## src/rtl/icache_set_scrub.sv

```systemverilog
module icache_set_scrub #(
  parameter int WAYS      = 4,
  parameter int OFFS      = 4,
  parameter int IDX_W     = 13,
  parameter int ADDR_W    = 16,
  parameter int WAY_SHIFT = 13,
  parameter int OFF_SHIFT = 3
) (
  input  logic              clk,
  input  logic              rst_n,
  input  logic              start,
  input  logic [IDX_W-1:0]  set_idx,
  input  logic              check_data,
  output logic              rd_en,
  output logic              rd_kind,
  output logic [ADDR_W-1:0] rd_addr,
  input  logic [31:0]       rd_hi,
  input  logic [63:0]       rd_lo,
  output logic              busy,
  output logic              done,
  output logic              tag_err,
  output logic              data_err,
  output logic [WAYS-1:0]   way_err,
  output logic [7:0]        lru_order
);
  localparam int WAY_W = (WAYS > 1) ? $clog2(WAYS) : 1;
  localparam int OFF_W = (OFFS > 1) ? $clog2(OFFS) : 1;
  localparam logic [WAY_W-1:0] WAY_MAX = WAY_W'(WAYS - 1);
  localparam logic [OFF_W-1:0] OFF_MAX = OFF_W'(OFFS - 1);

  logic             issue_q, in_data_q, chk_q;
  logic [WAY_W-1:0] way_q;
  logic [OFF_W-1:0] off_q;
  logic [IDX_W-1:0] idx_q;
  logic             rv_q, rkind_q, rlast_q, done_q;
  logic [WAY_W-1:0] rway_q;
  logic             tag_err_q, data_err_q;
  logic [WAYS-1:0]  way_err_q;
  logic [7:0]       lru_q;

  logic accept, last_issue;
  assign busy       = issue_q | rv_q;
  assign accept     = start & ~busy;
  assign last_issue = (way_q == WAY_MAX) && (!chk_q || (in_data_q && off_q == OFF_MAX));

  assign rd_en   = issue_q;
  assign rd_kind = in_data_q;
  assign rd_addr = (ADDR_W'(way_q) << WAY_SHIFT) | ADDR_W'(idx_q)
                 | (in_data_q ? (ADDR_W'(off_q) << OFF_SHIFT) : '0);

  logic       tag_bad, pre_bad, ins_bad, data_bad, resp_bad;
  logic [3:0] par_a, par_b;
  logic       unused_hi;

  assign tag_bad = (rd_hi[29] ^ rd_hi[27])
                 | (rd_hi[29] & ((rd_lo[10] ^ (^(rd_lo[23:0] & 24'hFFF3FF)))
                               | (rd_lo[11] ^ (^rd_lo[63:24]))));

  for (genvar b = 0; b < 4; b++) begin : g_byte
    assign par_a[b] = ^rd_lo[32 + 8*b +: 8];
    assign par_b[b] = ^rd_lo[8*b +: 8];
  end

  assign pre_bad  = rd_hi[16] ^ (^rd_hi[15:8]);
  assign ins_bad  = (rd_hi[7:4] != par_a) | (rd_hi[3:0] != par_b);
  assign data_bad = pre_bad | ins_bad;
  assign resp_bad = rkind_q ? data_bad : tag_bad;
  assign unused_hi = ^{rd_hi[31:30], rd_hi[28], rd_hi[26:22]};

  always_ff @(posedge clk) begin
    if (!rst_n) begin
      issue_q   <= 1'b0;
      in_data_q <= 1'b0;
      chk_q     <= 1'b0;
      way_q     <= '0;
      off_q     <= '0;
      idx_q     <= '0;
    end else if (accept) begin
      issue_q   <= 1'b1;
      in_data_q <= 1'b0;
      chk_q     <= check_data;
      way_q     <= '0;
      off_q     <= '0;
      idx_q     <= set_idx;
    end else if (issue_q) begin
      if (last_issue) begin
        issue_q   <= 1'b0;
        in_data_q <= 1'b0;
      end else if (!in_data_q) begin
        if (chk_q) begin
          in_data_q <= 1'b1;
          off_q     <= '0;
        end else begin
          way_q <= way_q + 1'b1;
        end
      end else if (off_q == OFF_MAX) begin
        in_data_q <= 1'b0;
        way_q     <= way_q + 1'b1;
      end else begin
        off_q <= off_q + 1'b1;
      end
    end
  end

  always_ff @(posedge clk) begin
    if (!rst_n) begin
      rv_q    <= 1'b0;
      rkind_q <= 1'b0;
      rlast_q <= 1'b0;
      rway_q  <= '0;
      done_q  <= 1'b0;
    end else begin
      rv_q    <= issue_q;
      rkind_q <= in_data_q;
      rlast_q <= issue_q & last_issue;
      rway_q  <= way_q;
      done_q  <= rv_q & rlast_q;
    end
  end

  always_ff @(posedge clk) begin
    if (!rst_n || accept) begin
      tag_err_q  <= 1'b0;
      data_err_q <= 1'b0;
      way_err_q  <= '0;
      lru_q      <= '0;
    end else if (rv_q) begin
      if (!rkind_q && tag_bad)  tag_err_q  <= 1'b1;
      if (rkind_q && data_bad)  data_err_q <= 1'b1;
      if (resp_bad)             way_err_q[rway_q] <= 1'b1;
      if (!rkind_q && rway_q == '0) lru_q <= rd_hi[21:14];
    end
  end

  assign done      = done_q;
  assign tag_err   = tag_err_q;
  assign data_err  = data_err_q;
  assign way_err   = way_err_q;
  assign lru_order = lru_q;
endmodule


```

## config.mk

```make
export PLATFORM = sky130hd
export DESIGN_NAME = icache_set_scrub
export DESIGN_NICKNAME = d
export VERILOG_FILES = /design/src/rtl/icache_set_scrub.sv
export SDC_FILE = /design/constraint.sdc
export NUM_CORES = 1
export LEC_CHECK = 0
export CAP_MARGIN = 20
export CORE_MARGIN = 5
export CORE_UTILIZATION = 68
export DETAILED_ROUTE_END_ITERATION = 10
export DONT_BUFFER_PORTS = 1
export PLACE_DENSITY = 0.82
export SETUP_SLACK_MARGIN = 0.5
export SLEW_MARGIN = 10
export SYNTH_ARGS = -nofsm -noshare
export SYNTH_HDL_FRONTEND = slang
export SYNTH_SLANG_ARGS = --single-unit
```

## constraint.sdc

```tcl
create_clock -name clk -period 4 [get_ports clk]
set_input_delay 0.6 -clock clk [delete_from_list [all_inputs] [get_ports clk]]
set_output_delay 0.6 -clock clk [all_outputs]
set_load 0.05 [all_outputs]
```

==> metrics.txt <==
Die Span Y=69.89 um; Mapped Cells=265; Fmax=0.4042 GHz; Inserted Clock Buffers=5; final hold violations=0; Routed WL=4874 um; worst r2r src=rd_en; peak supply drop=310.5 uV; Sequential Power Share=46.4%; Mapped Nets=380; largest net degree at the start of global routing=23; TNS Setup=0 ns; Area contributors post-synth=dfxtp_1, xnor2_1, nand2_1; met2 Resource Use GR=34.42%; GRT Total Usage=20.20%; top cells by count, synth=nand2_1, xnor2_1, dfxtp_1, a21boi_0, a21oi_1; layout cells sized above 1=4.348%; Slew Viols, Final=0; Synthesis Warnings=0; flop2flop setup slack=1.53 ns; CTS tree=yes; Sw Ratio=33.06%; RR Endpoint=way_err[0]; most frequent cell after synthesis=nand2_1; worst slack at placement=1.544 ns; post-synthesis area per instance=9.202 sq um; Reg2Reg Depth=4; Distinct cells, synth=34; gpl congestion=0.7287; Yosys top cell area share=32.84%; Crit Path Max Fanout=19; gr busiest metal=met2; Post-layout nets=368; DR iter-0 viols=28; max_slew headroom=48.70%; main flop type after synthesis=dfxtp_1; DRT Pass-1 Iters=4; Clk pwr share=18.1%; period utilization=61.84%; post_cts resized=0; post-DP HPWL=3989 um; Comb pwr share=35.5%; number of global-route vias before repair=1710; number of enable flip-flop cells after synthesis=0; Clock transition at path regs=0.12 ns; #FFs+latches synth=40; Worst-Skew Late Latency=0.34 ns; LEAKAGE=0.0009327 uW; routed vias/inst=5.488; met1 usage in global routing=21.87%; multiplexer area fraction after synthesis=0.4105%; cts hold-fix bufs=0; Seq/Total Area, Yosys=32.84%; Post-Synth Adder-Cell Area=1.026%; # DRC=0; Crit Path Category=flop to flop; number of top-level pins=147; Avg WL per Cell=16.30 um; CP Data Required Time=4.23 ns; initial antenna violation count=0; Hold WC Path Type=input pin to flop; max-cap violation count=0; Synth Area in Compound Gates=10.98%; power per cell area=428.6 nW/um^2; CP Capture Type=flop; final setup margin=1.526 ns; gr ovfl total=0; post-synthesis simple-gate area fraction=14.83%; Die ar.=4884 sq um; Setup Skew=0.01119 ns; worst-margin pin slew=0.7637 ns; internal power=697.1 uW; # setup viols final=0; biggest area consumer among synthesized cells=dfxtp_1; die width=69.89 um; CP Launch Type=flop; met3 Use GR=9.326%; Hold Crit Depth=2; first-pass GRT wire length=8183 um; clk sinks=40; H-tree Lvls=2; PnR Total Power=1041 uW; Post-CTS Setup Inserts=0; fin crit period=2.474 ns; status=complete, no violations; n_diodes=0; Psw=344.3 uW; RSZ-0062 raised after global routing=no; clk buf depth=2; initial core utilization=71.39%; Mapped Area=2439 sq um; Hold EP=lru_order[4]; Synth async-reset ratio=0%; Vias=1641; Row Count=21; ANT nets after route=0; core area=3416 sq um; largest family of logic cells by synthesized area=XOR/XNOR gates; XOR/XNOR Fraction of Synth Area=34.38%; clock root cell=clkbuf_4; Worst EP arrival=2.70 ns; port bufs=0; Syn-to-layout area delta=-0.3592%; fill count=300; hold path start=rd_hi[18]
## sequential cells by signal, summed over array words and instances (netlist names)
signal,count
done,1
rway_q,2
data_err,1
tag_err,1
rlast_q,1
rv_q,1
rkind_q,1
way_err,4
rd_en,1
rd_kind,1
idx_q,13
chk_q,1
lru_order,8
off_q,2
way_q,2
## kinds of logic (layout without fill, tap and decap cells)
logic type	Yosys count	in the layout
other	1	1
XOR/XNOR	75	75
multiplexers	1	1
buffers and inverters	23	11
AO/OA/AOI/OAI	39	39
adder cells (fa/ha/maj)	2	2
AND/OR/NAND/NOR	84	84
flip-flops	40	40
## worst max path at each step
stage,to,depth (start not counted),start
after floorplan,way_err[0],7,rd_lo[55]
after global placement,way_err[2],4,rd_en
after detailed placement,way_err[0],4,rd_en
after CTS,way_err[0],4,rd_en
after global routing,way_err[0],4,rd_en
final,way_err[0],4,rd_en
## cells in the final DEF (no fill, tap or decap)
cell type   count
nand2_1        57
xnor2_1        54
dfxtp_1        40
a21boi_0       14
a21oi_1        14
nor2_1          9
xor2_1          8
xnor3_1         8
and2_1          6
clkbuf_4        5
inv_1           4
o41ai_1         4
xor3_1          3
a21o_1          2
nor2b_1         2
and3_1          2
nand2b_1        2
ha_1            2
o21ai_0         1
nand3b_1        1
mux2i_1         1
o211ai_1        1
xnor2_2         1
o21a_1          1
nand3_1         1
xor3_4          1
nand4_1         1
o311a_1         1
a211oi_2        1
nor3_1          1
or3_1           1
or3b_2          1
conb_1          1
clkinv_2        1
clkinvlp_4      1
## stage by stage
stage	area (sq um)	hold WS [ns]	util, %	instances
3_5_place_dp	2380	0.4467	69.67	292
4_1_cts	2430	0.3691	71.14	299
2_1_floorplan	2439	0.4367	-	265
5_1_grt	2430	0.3594	71.14	299
6_report	2430	0.3820	71.14	299
3_3_place_gp	2380	0.4434	69.67	292
## layer usage
layer	wire [um]	up-vias
li1	-	827
met1	1781	730
met2	2484	75
met3	515	9
met4	93	0
met5	0	-
## worst max-delay path, stage by stage (launching register included)
cell and delay [ns]:
dfxtp_1 0.76, nor2_1 0.18, nand2_1 0.46, nand2_1 0.52
o41ai_1 0.45
## power groups by stage
stage               clock network, uW  registers [uW]  logic (uW)
floorplan                           0             462         376
global placement                    0             492         367
detailed placement                  0             493         373
CTS                               197             483         376
global route                      214             486         401
finish                            189             483         370
## area by class of cell
| cell class | count | area (sq um) | share of cell area [%] |
|---|---|---|---|
| clock buffer | 5 | 37.54 | 1.545 |
| clock inverter | 2 | 12.51 | 0.5149 |
| inverter | 4 | 15.01 | 0.6179 |
| multi-input combinational | 202 | 1506 | 62.00 |
| sequential | 40 | 800.8 | 32.96 |
| tap | 46 | 57.56 | 2.369 |
Power figures use the tool's default switching activity.
